<file path="src/rtl/sclk_rate_pkg.sv">
package sclk_rate_pkg;

   // Control byte layout; positions are shared with the byte engine.
   typedef struct packed {
      logic rsel2;     // rate code bit 2
      logic en;        // block enable
      logic start_req; // storage
      logic stop_req;  // storage
      logic irq_flag;  // storage
      logic ack_en;    // storage
      logic rsel1;     // rate code bit 1
      logic rsel0;     // rate code bit 0
   } ctl_t;

   localparam int unsigned NUM_CODES  = 8;
   localparam logic [2:0]  TIMER_CODE = 3'd7;
   localparam int unsigned SLOWEST_DIV = 960;

   // Oscillator clocks per SCL period for the fixed codes.
   function automatic int unsigned base_divisor(input logic [2:0] code);
      case (code)
         3'd0:    return 256;
         3'd1:    return 224;
         3'd2:    return 192;
         3'd3:    return 160;
         3'd4:    return 960;
         3'd5:    return 120;
         3'd6:    return 60;
         default: return 0;
      endcase
   endfunction

   function automatic logic [2:0] rate_of(input ctl_t r);
      return {r.rsel2, r.rsel1, r.rsel0};
   endfunction

endpackage

</file>
<file path="src/rtl/sclk_ctl_reg.sv">
module sclk_ctl_reg
   import sclk_rate_pkg::*;
(
   input  logic clk,
   input  logic rst_n,
   input  logic wr_en,
   input  ctl_t wr_data,
   output ctl_t q,
   output logic restart,
   output logic hold
);

   always_ff @(posedge clk or negedge rst_n) begin
      if (!rst_n) q <= '0;
      else if (wr_en) q <= wr_data;
   end

   // Restart when the block turns on, is written off, or changes its rate.
   always_comb begin
      restart = wr_en && (!wr_data.en || !q.en || (rate_of(wr_data) != rate_of(q)));
      hold    = !q.en;
   end

   // a written byte is returned on the following cycle
   a_r2_readback: assert property (@(posedge clk) disable iff (!rst_n)
      wr_en |=> (q == $past(wr_data)));

   // without a write the register keeps its value
   a_r2_retain: assert property (@(posedge clk) disable iff (!rst_n)
      !wr_en |=> $stable(q));

endmodule

</file>
<file path="src/rtl/sclk_rate_decode.sv">
module sclk_rate_decode
   import sclk_rate_pkg::*;
#(
   parameter int unsigned PHASES       = 4,
   parameter int unsigned OVF_PER_TICK = 24,
   parameter int unsigned CNT_W        = 8
)(
   input  logic [2:0]       code,
   output logic [CNT_W-1:0] limit,
   output logic             timer_mode
);

   logic [CNT_W-1:0] lim_tab [NUM_CODES];

   for (genvar g = 0; g < NUM_CODES; g++) begin : g_code
      if (g == int'(TIMER_CODE)) begin : g_timer
         if (OVF_PER_TICK < 2 || OVF_PER_TICK >= (1 << CNT_W))
            $error("overflow count per tick out of range");
         assign lim_tab[g] = CNT_W'(OVF_PER_TICK);
      end else begin : g_fixed
         localparam int unsigned BASE = base_divisor(3'(g));
         localparam int unsigned LIM  = BASE / PHASES;
         if (LIM < 2 || LIM * PHASES != BASE)
            $error("divisor is not a multiple of the phase count");
         if (LIM >= (1 << CNT_W))
            $error("counter too narrow for divisor");
         assign lim_tab[g] = CNT_W'(LIM);
      end
   end

   assign limit      = lim_tab[code];
   assign timer_mode = (code == TIMER_CODE);

endmodule

</file>
<file path="src/rtl/sclk_tick_div.sv">
module sclk_tick_div #(
   parameter int unsigned CNT_W = 8
)(
   input  logic             clk,
   input  logic             rst_n,
   input  logic             restart,
   input  logic             hold,
   input  logic             advance,
   input  logic [CNT_W-1:0] limit,
   output logic             tick
);

   logic [CNT_W-1:0] cnt;
   logic             at_end;

   assign at_end = (cnt == limit - 1'b1);

   always_ff @(posedge clk or negedge rst_n) begin
      if (!rst_n) begin
         cnt  <= '0;
         tick <= 1'b0;
      end else if (restart || hold) begin
         cnt  <= '0;
         tick <= 1'b0;
      end else if (advance) begin
         cnt  <= at_end ? '0 : cnt + 1'b1;
         tick <= at_end;
      end else begin
         tick <= 1'b0;
      end
   end

   // ticks are one cycle wide
   a_r9_single_pulse: assert property (@(posedge clk) disable iff (!rst_n)
      tick |=> !tick);

   // a disabled block holds the divider at zero
   a_r6_hold_zero: assert property (@(posedge clk) disable iff (!rst_n)
      (hold && !restart) |=> (cnt == '0 && !tick));

   // a restart clears the divider phase
   a_r7_restart: assert property (@(posedge clk) disable iff (!rst_n)
      restart |=> (cnt == '0 && !tick));

   // without an advance the count stands still and no tick appears
   a_r5_stall: assert property (@(posedge clk) disable iff (!rst_n)
      (!advance && !restart && !hold) |=> ($stable(cnt) && !tick));

   // the count never reaches the selected interval
   a_r4_in_range: assert property (@(posedge clk) disable iff (!rst_n)
      cnt < limit);

endmodule

</file>
<file path="src/rtl/sclk_rate_gen.sv">
module sclk_rate_gen
   import sclk_rate_pkg::*;
#(
   parameter int unsigned PHASES       = 4,
   parameter int unsigned OVF_PER_TICK = 24
)(
   input  logic       clk,
   input  logic       rst_n,
   input  logic       wr_en,
   input  logic [7:0] wr_data,
   input  logic       tmr_ovf,
   output logic [7:0] rd_data,
   output logic       enable,
   output logic       tick
);

   localparam int unsigned FIX_MAX = SLOWEST_DIV / PHASES;
   localparam int unsigned MAX_LIM = (FIX_MAX > OVF_PER_TICK) ? FIX_MAX : OVF_PER_TICK;
   localparam int unsigned CNT_W   = $clog2(MAX_LIM);

   if (PHASES < 1) begin : g_chk_phases
      $error("phase count must be positive");
   end

   ctl_t             ctl_q;
   logic             restart, hold, timer_mode, advance;
   logic [CNT_W-1:0] limit;

   sclk_ctl_reg u_reg (
      .clk     (clk),
      .rst_n   (rst_n),
      .wr_en   (wr_en),
      .wr_data (ctl_t'(wr_data)),
      .q       (ctl_q),
      .restart (restart),
      .hold    (hold)
   );

   sclk_rate_decode #(
      .PHASES       (PHASES),
      .OVF_PER_TICK (OVF_PER_TICK),
      .CNT_W        (CNT_W)
   ) u_decode (
      .code       (rate_of(ctl_q)),
      .limit      (limit),
      .timer_mode (timer_mode)
   );

   assign advance = timer_mode ? tmr_ovf : 1'b1;

   sclk_tick_div #(.CNT_W(CNT_W)) u_div (
      .clk     (clk),
      .rst_n   (rst_n),
      .restart (restart),
      .hold    (hold),
      .advance (advance),
      .limit   (limit),
      .tick    (tick)
   );

   assign rd_data = ctl_q;
   assign enable  = ctl_q.en;

   // no tick while the enable bit reads 0
   a_r6_tick_off: assert property (@(posedge clk) disable iff (!rst_n)
      !enable |-> !tick);

endmodule

</file>
<file path="config.mk">
export PLATFORM = sky130hd
export DESIGN_NAME = sclk_rate_gen
export DESIGN_NICKNAME = d
export VERILOG_FILES = /design/src/rtl/sclk_rate_pkg.sv /design/src/rtl/sclk_ctl_reg.sv /design/src/rtl/sclk_rate_decode.sv /design/src/rtl/sclk_tick_div.sv /design/src/rtl/sclk_rate_gen.sv
export SDC_FILE = /design/constraint.sdc
export NUM_CORES = 1
export LEC_CHECK = 0
export BUFFER_PORTS_ARGS = -buffer_cell sky130_fd_sc_hd__buf_2
export CAP_MARGIN = 20
export CORE_MARGIN = 8
export CORE_UTILIZATION = 53
export DETAILED_ROUTE_END_ITERATION = 10
export GPL_TIMING_DRIVEN = 0
export HOLD_SLACK_MARGIN = 0.12
export MAX_ROUTING_LAYER = met4
export PLACE_DENSITY = 0.84
export SLEW_MARGIN = 20
export SYNTH_ARGS = -nofsm -noshare
export SYNTH_HDL_FRONTEND = slang
export SYNTH_HIERARCHICAL = 1
export SYNTH_SLANG_ARGS = --single-unit
</file>
<file path="constraint.sdc">
create_clock -name clk -period 3.5 [get_ports clk]
set_input_delay 0.175 -clock clk [delete_from_list [all_inputs] [get_ports clk]]
set_output_delay 0.175 -clock clk [all_outputs]
set_load 0.05 [all_outputs]
</file>
==> flow_metrics.tcl, run 1 <==
set metrics [dict create \
    outcome "complete, no violations" \
    coreArea_um2 2233 \
    synth_xor_area_share_pct 6.883 \
    synth_compound_area_share_pct 15.14 \
    fp.dieH_um 65 \
    vdd_ir_drop_max_mv 0.2913 \
    worst_ep_arrival_time_ns 3.42 \
    io_pins 22 \
    synth-main-ff-cell "dfrtp_1" \
    syn-cell-area_um2 1272 \
    min_path_type "in -> reg" \
    diodes 0 \
    numPortBuffers 20 \
    gp_congestion 0.7745 \
    drtIter0Drc 138 \
    synth_cell_type_count 44 \
    ctsResizeCount 0 \
    dr.pass1.iters 4 \
    nNetsFinal 181 \
    hpwl_mm 2.008 \
    wirelength_mm 2.904 \
    num_vias 1114 \
    hold_violations 0 \
    root_buffer "clkbuf_4" \
    maxSlewViolCount 0 \
    muxShareOfSynthArea_pct 10.13 \
    via_per_inst 5.863 \
    p_leak_nw 0.6380 \
    yosysSeqAreaShare_pct 33.43 \
    maxCapViolCount 0 \
    synth_nets 151 \
    maxSlewHeadroom_pct 41.68 \
    synth-edff-count 0 \
    clkSinkCount 17 \
    grt_max_degree 18 \
    antenna_left 0 \
    fin_area_um2 1484 \
    ctsLongestPathBuffers 2 \
    critPathKind "reg -> reg" \
    dieArea_um2 4225 \
    antenna_found_initial 0 \
    synth_fa_ha_area_share_pct 5.900 \
    p_per_area_nw_per_um2 350.4 \
    wl_per_cell_um 15.28 \
    cp-start-kind "flip-flop" \
    placedInstanceArea_um2 1408 \
    max_freq_mhz 309.9 \
    cts_hold_buf 5 \
    fin_crit_sh_pct 92.20 \
    tightest_slew_ns 0.8681 \
    grt_pass1_vias 1048 \
    synthCells 133 \
    layout_min_cycle_time_ns 3.227 \
    required_ns 3.69 \
    dpl.cell_count 181 \
    final_cells 190 \
    rows 17 \
    cts_buffers 3 \
    async_reset_ff_share_pct 100.0 \
    post-route-drc-count 0 \
    synth_top_family_by_area "simple AND/OR/NAND/NOR gates" \
    start_util_pct 56.97 \
    syn_area_per_cell_um2 9.567 \
    die_x_um 65 \
    tritoncts "done" \
    synthSimpleGateAreaFrac_pct 22.22 \
    skew_ns 0.002725 \
    fin_tns_setup_ns 0 \
    synth_warnings 6 \
    crit_fanout 10 \
    rsz0062_at_grt "no" \
    post_cts_buffers 0 \
    htree_num_levels 1 \
    crit_path_end_kind "flip-flop" \
    fill_cells 182 \
    clkLatencyLatePin_ns 0.28 \
    grt_pass1_wl_mm 4.678 \
    ys_ff_latch 17 \
    synthToLayoutAreaGrowth_pct 16.62 \
    grt_use_total_pct 14.10 \
    clk_pin_slew_worst_paths_ns 0.10 \
    setup_viol 0 \
    overflow 0 \
    layout-drive-gt1-share_pct 27.78 \
]
worst max-delay path, cell delays in order (launching register included):
cell	delay (ns)
dfrtp_1	0.44
inv_1	0.12
ha_1	0.32
and2_2	0.23
buf_4	0.16
or4_4	0.51
o211a_1	0.23
a311o_1	0.37
o211ai_4	0.35
nand2_4	0.11
o311ai_2	0.28
registers in the layout, summed over array words and instances (netlist names):
| signal | cells |
|---|---|
| u_reg/q | 8 |
| u_div/tick | 1 |
| u_div/cnt | 8 |
final timing paths:
path	startpoint	to	slack (ns)	depth (start not counted)
max	u_reg/q[0]$_DFFE_PN0P_	u_div/cnt[6]$_DFFE_PN0P_	0.27	10
min	wr_data[4]	u_reg/q[4]$_DFFE_PN0P_	0.13	2
max reg2reg	u_reg/q[0]$_DFFE_PN0P_	u_div/cnt[6]$_DFFE_PN0P_	0.27	10
min reg2reg	u_reg/q[5]$_DFFE_PN0P_	u_reg/q[5]$_DFFE_PN0P_	0.52	1
max in group asynchronous	rst_n	u_reg/q[5]$_DFFE_PN0P_	2.88	2
min in group asynchronous	rst_n	u_reg/q[2]$_DFFE_PN0P_	0.34	2
cells in the mapped netlist, drive strengths merged (2+ instances only):
| cell | count | share of area [%] |
|---|---|---|
| a21oi | 2 | 1.1 |
| a31oi | 3 | 1.5 |
| nor3b | 2 | 1.2 |
| o211ai | 2 | 2.3 |
| o311ai | 2 | 2.6 |
| nor2b | 3 | 1.5 |
| nand3 | 9 | 3.5 |
| or4 | 2 | 1.5 |
| or3b | 2 | 1.4 |
| and2 | 4 | 2.4 |
| xnor2 | 5 | 3.4 |
| nor3 | 3 | 1.2 |
| nand4 | 2 | 0.98 |
| dfrtp | 17 | 33 |
| xor2 | 5 | 3.4 |
| nor2 | 4 | 1.2 |
| buf | 4 | 2.5 |
| o21ai | 5 | 2.0 |
| mux2 | 7 | 6.2 |
| and3 | 2 | 0.98 |
| nand2 | 12 | 4.1 |
| clkbuf | 5 | 1.5 |
| ha | 6 | 5.9 |
| mux2i | 5 | 3.9 |
| inv | 8 | 2.4 |
through the flow:
step                total power [mW]  setup WS (ns)  util [%]  hold WS [ns]
detailed placement            0.4100         0.3369     63.03        0.1215
global route                  0.5452         0.1102     66.44        0.1213
global placement              0.4027         0.4227     63.03        0.1160
CTS                           0.5186         0.3070     66.44        0.1238
floorplan                     0.3679         0.2003         -       -0.1206
finish                        0.5199         0.2731     66.44        0.1277
final cells by class:
type | count | area (um^2) | area share (%)
tap | 28 | 35.03 | 2.361
timing repair buffer | 25 | 150.1 | 10.12
clock buffer | 4 | 26.28 | 1.771
buffer | 9 | 50.05 | 3.373
sequential | 17 | 425.4 | 28.67
multi-input combinational | 99 | 767.0 | 51.69
inverter | 8 | 30.03 | 2.024
power by group:
group          internal (mW)  leakage (nW)  switching [mW]
clock                 0.0442        0.0150          0.0608
combinational         0.0733         0.404           0.124
sequential             0.207         0.219          0.0108
cell usage in the layout, fill, tap and decap left out, types with 3 or more instances in the layout:
| cell | n |
|---|---|
| a31oi_1 | 3 |
| and2_2 | 4 |
| buf_2 | 21 |
| clkbuf_1 | 6 |
| clkbuf_4 | 3 |
| dfrtp_1 | 17 |
| dlygate4sd3_1 | 5 |
| ha_1 | 6 |
| inv_1 | 8 |
| mux2_2 | 7 |
| mux2i_1 | 5 |
| nand2_1 | 11 |
| nand3_1 | 9 |
| nor2_1 | 4 |
| nor2b_1 | 3 |
| nor3_1 | 3 |
| o21ai_0 | 5 |
| xnor2_1 | 5 |
| xor2_1 | 5 |
routing by layer:
| metal | share of wire [%] | GRT usage (%) | vias up |
|---|---|---|---|
| li1 | - | - | 536 |
| met1 | 43 | 15.14 | 530 |
| met2 | 52 | 25.34 | 44 |
| met3 | 4.8 | 2.577 | 4 |
| met4 | 1.0 | 4.905 | 0 |
| met5 | 0 | - | - |
logic make-up (layout without fill, tap and decap cells):
group / after synthesis / after routing
AO/OA/AOI/OAI: 22 / 22
XOR/XNOR: 10 / 10
adder cells (fa/ha/maj): 6 / 6
buffers and inverters: 17 / 46
flip-flops: 17 / 17
multiplexers: 12 / 12
AND/OR/NAND/NOR: 49 / 49
(Power assumes the default switching activity.)
==> inputs of run 2 (changes only) <==
--- a/config.mk
+++ b/config.mk
@@ -5,6 +5,7 @@
 export SDC_FILE = /design/constraint.sdc
 export NUM_CORES = 1
 export LEC_CHECK = 0
+export ABC_AREA = 1
 export BUFFER_PORTS_ARGS = -buffer_cell sky130_fd_sc_hd__buf_2
 export CAP_MARGIN = 20
 export CORE_MARGIN = 8
==> constraint.sdc (replaced) <==
create_clock -name clk -period 3.5 [get_ports clk]
set_input_delay 0.175 -clock clk [delete_from_list [all_inputs] [get_ports clk]]
set_output_delay 0.175 -clock clk [all_outputs]
set_load 0.02 [all_outputs]
==> flow_metrics.tcl, run 2 <==
set metrics [dict create \
    ctsLongestPathBuffers 2 \
    critPathKind "reg -> reg" \
    min_path_type "in -> reg" \
    top_regs "u_div/cnt: 8 flops, u_reg/q: 8 flops, u_div/tick: 1 flops" \
    antenna_left 0 \
    p_per_area_nw_per_um2 312.6 \
    io_pins 22 \
    root_buffer "clkbuf_4" \
    fill_cells 219 \
    vdd_ir_drop_max_mv 0.3064 \
    wl_per_cell_um 10.29 \
    maxSlewHeadroom_pct 44.88 \
    numPortBuffers 21 \
    cts_buffers 3 \
    slowest_stage "dfrtp_1" \
    crit_chain "inv_1, ha_1, nand2_1, inv_1, inv_1, ha_1, xor2_1, nand3_1, nor2_4, nand4_4, nand2_1, nand2_1" \
    gp_congestion 0.8100 \
    synthTopCellsByCount "nand2_1, inv_1, dfrtp_1, nor2_1, nand3_1" \
    synthCells 215 \
    yosysSeqAreaShare_pct 31.08 \
    fin_tns_setup_ns 0 \
    htree_num_levels 1 \
    grt_pass1_wl_mm 5.078 \
    rows 18 \
    die_x_um 66.82 \
    setup_slack_ns 1.247 \
    grt_max_degree 18 \
    placedInstanceArea_um2 1511 \
    max_stage_delay_ns 0.46 \
    dr.pass1.iters 4 \
    fin_area_um2 1598 \
    layout-drive-gt1-share_pct 17.07 \
    drtIter0Drc 46 \
    skew_ns 0.001215 \
    clkLatencyLatePin_ns 0.29 \
    synth_top_area_cell "dfrtp_1" \
    hold_slack_ns 0.1248 \
    worst_ep_arrival_time_ns 2.43 \
    fin_crit_sh_pct 64.38 \
    synthTopCellsByArea "dfrtp_1, nand2_1, inv_1" \
    synth_nets 233 \
    grt_pass1_vias 1233 \
    setup_viol 0 \
    coreArea_um2 2455 \
    ys_ff_latch 17 \
    ctsResizeCount 0 \
    wirelength_mm 2.841 \
    clk_pin_slew_worst_paths_ns 0.10 \
    pre_cts_slack_ns 1.278 \
    syn_area_per_cell_um2 6.367 \
    overflow 0 \
    synth_warnings 6 \
    cp-start-kind "flip-flop" \
    clkSinkCount 17 \
    dieArea_um2 4465 \
    layout_commonest_cell "nand2_1" \
    maxSlewViolCount 0 \
    layout_min_cycle_time_ns 2.253 \
    required_ns 3.68 \
    via_per_inst 4.667 \
    post-route-drc-count 0 \
    hpwl_mm 2.144 \
    p_leak_nw 0.9303 \
    grt_use_total_pct 14.46 \
    synthToLayoutAreaGrowth_pct 16.73 \
    rsz0062_at_grt "no" \
    tightest_slew_ns 0.8205 \
    synth-main-ff-cell "dfrtp_1" \
    synth_top_cell_area_share_pct 31.08 \
    crit_fanout 9 \
    diodes 0 \
    post_cts_buffers 0 \
    antenna_found_initial 0 \
    tritoncts "done" \
    crit_path_end_kind "flip-flop" \
    start_util_pct 55.76 \
    synth_cell_type_count 25 \
    num_vias 1288 \
    nNetsFinal 265 \
    yosysMostFrequentCell "nand2_1" \
    outcome "complete, no violations" \
    syn-cell-area_um2 1369 \
    async_reset_ff_share_pct 100.0 \
    hold_violations 0 \
    fp.dieH_um 66.82 \
    maxCapViolCount 0 \
    max_freq_mhz 443.8 \
    synth-edff-count 0 \
    layout_common_cells "nand2_1, inv_1, buf_2" \
    cts_hold_buf 6 \
]
## run 2: changes by cell type after synthesis, sizes merged, moves of 4 or more
cell	previous run	this run
o21ai	5	9
nor2	4	22
inv	8	32
nand2	12	96
and2	4	0
mux2	7	0
mux2i	5	0
## run 2: area by class of cell
cell class | count | area, um^2 | area share [%]
Inverter | 33 | 123.9 | 7.753
Tap cell | 30 | 37.54 | 2.349
Timing Repair Buffer | 27 | 165.2 | 10.34
Multi-Input combinational cell | 159 | 777.0 | 48.63
Sequential cell | 17 | 425.4 | 26.62
Buffer | 6 | 42.54 | 2.662
Clock buffer | 4 | 26.28 | 1.644
## run 2: worst max-delay path, delay by kind of cell, from the launching register on
| kind | cells | cell delay (ns) |
|---|---|---|
| simple gates | 6 | 0.66 |
| fa+ha+maj | 2 | 0.59 |
| flops | 1 | 0.46 |
| buf+inv | 3 | 0.27 |
| xor+xnor | 1 | 0.15 |
## run 2: worst paths after layout
kind                                              from                       end  slack, ns  depth (start not counted)
min in group asynchronous                        rst_n  u_div/cnt[2]$_DFFE_PN0P_       0.35                          2
worst max register to register  u_reg/q[0]$_DFFE_PN0P_  u_div/cnt[6]$_DFFE_PN0P_       1.25                         12
worst min register to register  u_reg/q[3]$_DFFE_PN0P_    u_reg/q[3]$_DFFE_PN0P_       0.47                          2
worst min-delay path                        wr_data[7]    u_reg/q[7]$_DFFE_PN0P_       0.12                          3
max in group asynchronous                        rst_n  u_div/cnt[0]$_DFFE_PN0P_       2.89                          2
worst max-delay path            u_reg/q[0]$_DFFE_PN0P_  u_div/cnt[6]$_DFFE_PN0P_       1.25                         12
## run 2: layer usage
metal	global-route usage, %	part of all wire, %
met5	-	0
met4	4.800	0.99
met2	24.25	48
met1	16.98	49
met3	2.517	2.2
## run 2: where the power goes
part	switching [mW]	internal, mW
sequential	0.0106	0.206
clock	0.0598	0.0443
combinational	0.112	0.0667
## run 2: kinds of logic (layout without fill, tap and decap cells)
| family | Yosys count | after routing | synth area share (%) |
|---|---|---|---|
| buffers and inverters | 39 | 70 | 12.16 |
| AND/OR/NAND/NOR | 133 | 133 | 41.77 |
| AO/OA/AOI/OAI | 13 | 13 | 5.027 |
| flip-flops | 17 | 17 | 31.08 |
| adder cells (fa/ha/maj) | 6 | 6 | 5.484 |
| XOR/XNOR | 7 | 7 | 4.479 |
## run 2: through the flow
stage	total power [mW]	cells	utilization [%]
after detailed placement	0.3941	266	61.57
after CTS	0.5019	276	65.09
after global placement	0.3899	266	61.57
after floorplan	0.3523	215	-
final	0.4995	276	65.09
after global routing	0.5398	276	65.09
==> inputs of run 3 (changes only) <==
==> constraint.sdc (replaced) <==
create_clock -name clk -period 2.2 [get_ports clk]
set_input_delay 0.11 -clock clk [delete_from_list [all_inputs] [get_ports clk]]
set_output_delay 0.11 -clock clk [all_outputs]
set_load 0.02 [all_outputs]
==> flow_metrics.tcl, run 3 (synthesis results as in run 2) <==
set metrics [dict create \
    dpl.cell_count 266 \
    regArea_um2 427.9 \
    final_cells 285 \
    fp.dieH_um 66.82 \
    maxCapViolCount 0 \
    crit_top_cell "nand2_1" \
    dr.pass1.iters 4 \
    hpwl_mm 2.144 \
    min_path_type "in -> reg" \
    wl_per_cell_um 11.16 \
    crit_chain "inv_2, ha_4, nand2_1, inv_2, inv_1, ha_4, xor2_1, nand3_1, nor2_4, nand4_4, nand2_1, nand2_1" \
    htree_num_levels 1 \
    maxSlewHeadroom_pct 40.33 \
    worst_ep_arrival_time_ns 2.22 \
    p_per_area_nw_per_um2 489.7 \
    drtIter0Drc 52 \
    setup_viol 0 \
    via_per_inst 4.811 \
    max_stage_delay_ns 0.42 \
    ctsLongestPathBuffers 2 \
    antenna_left 0 \
    tritoncts "done" \
    top_regs "u_div/cnt: 8 flops, u_reg/q: 8 flops, u_div/tick: 1 flops" \
    overflow 0 \
    clk_pin_slew_worst_paths_ns 0.10 \
    layout_commonest_cell "nand2_1" \
    hold_violations 0 \
    antenna_found_initial 0 \
    outcome "complete, no violations" \
    start_util_pct 55.76 \
    switching_share_pct 37.43 \
    slowest_stage "dfrtp_2" \
    rows 18 \
    post-route-drc-count 0 \
    num_vias 1371 \
    p_leak_nw 0.9775 \
    cp-start-kind "flip-flop" \
    root_buffer "clkbuf_4" \
    clkSinkCount 17 \
    fin_util_pct 70.85 \
    dieArea_um2 4465 \
    internal_power_mw 0.5329 \
    vdd_ir_drop_max_mv 0.4416 \
    coreArea_um2 2455 \
    maxSlewViolCount 0 \
    combinationalPowerShare_pct 40.4 \
    multi_input_area_um2 848.3 \
    critPathKind "reg -> reg" \
    clock_power_share_pct 19.3 \
    max_freq_mhz 491.9 \
    crit_fanout 5 \
    switchingPower_mw 0.3188 \
    cts_buffers 3 \
    fin_tns_setup_ns 0 \
    tightest_slew_ns 0.8882 \
    skew_ns 0.003153 \
    clkLatencyLatePin_ns 0.29 \
    layout_min_cycle_time_ns 2.033 \
    gp_congestion 0.8100 \
    seq_power_share_pct 40.3 \
    crit_path_end_kind "flip-flop" \
    layout-drive-gt1-share_pct 24.71 \
    required_ns 2.38 \
    fin_crit_sh_pct 92.41 \
    grt_max_degree 18 \
    grt_pass1_vias 1249 \
    diodes 0 \
    io_pins 22 \
    nNetsFinal 274 \
    fill_cells 196 \
    grt_pass1_wl_mm 5.133 \
    layout_common_cells "nand2_1, inv_1, buf_2" \
    synthToLayoutAreaGrowth_pct 27.06 \
    rrSetupSlack_ns 0.17 \
    power_mw 0.8517 \
    die_x_um 66.82 \
    wirelength_mm 3.182 \
    hold_slack_ns 0.1580 \
    numPortBuffers 21 \
    grt_use_total_pct 14.65 \
]
-- run 3: per-layer routing --
layer | GRT usage, % | up-vias | part of all wire [%]
met2 | 24.01 | 26 | 49
met4 | 5.867 | 0 | 1.8
met3 | 2.517 | 6 | 3.6
met1 | 17.29 | 610 | 45
met5 | - | - | 0
li1 | - | 729 | -
-- run 3: layout make-up --
| class | instances | area share (%) |
|---|---|---|
| Sequential cell | 17 | 24.60 |
| Clock buffer | 4 | 1.511 |
| Multi-Input combinational cell | 160 | 48.78 |
| Timing Repair Buffer | 35 | 13.38 |
| Inverter | 33 | 7.122 |
| Tap cell | 30 | 2.158 |
| Buffer | 6 | 2.446 |
-- run 3: timing repair --
item                       in CTS  in global routing
pin swaps                       0                  4
hold endpoints to repair       24                  1
hold buffers                    8                  1
cloned                          0                  1
resized for setup               2                 18
buffers inserted                0                  5
setup endpoints to repair       8                  9
-- run 3: path summary, 6_finish.rpt --
path | start | endpoint | cells after the start
hold reg to reg | u_reg/q[3]$_DFFE_PN0P_ | u_reg/q[3]$_DFFE_PN0P_ | 2
min in group asynchronous | rst_n | u_div/cnt[2]$_DFFE_PN0P_ | 2
setup / recovery | u_reg/q[0]$_DFFE_PN0P_ | u_div/cnt[0]$_DFFE_PN0P_ | 12
max in group asynchronous | rst_n | u_reg/q[0]$_DFFE_PN0P_ | 2
hold / removal | wr_en | u_reg/q[1]$_DFFE_PN0P_ | 3
setup reg to reg | u_reg/q[0]$_DFFE_PN0P_ | u_div/cnt[0]$_DFFE_PN0P_ | 12
-- run 3: stage by stage --
step / setup WS [ns] / cell area (um^2)
floorplan: 0.04558 / 1369
global placement: -0.01362 / 1511
detailed placement: -0.02167 / 1511
CTS: 0.01819 / 1620
global route: -0.003320 / 1739
finish: 0.1669 / 1739
-- run 3: critical path: cells and delay by family, from the launching register on --
family | cells | cell delay [ns]
buffers and inverters | 3 | 0.20
adders and majority gates | 2 | 0.52
and+or+nand+nor | 6 | 0.64
DFF | 1 | 0.42
xor gates and xnor gates | 1 | 0.14
-- run 3: power groups by stage --
| stage | registers, mW | clock network (mW) | logic [mW] |
|---|---|---|---|
| floorplan | 0.365 | 0 | 0.195 |
| global placement | 0.350 | 0 | 0.270 |
| detailed placement | 0.350 | 0 | 0.277 |
| CTS | 0.345 | 0.168 | 0.289 |
| global route | 0.346 | 0.184 | 0.388 |
| finish | 0.343 | 0.165 | 0.344 |
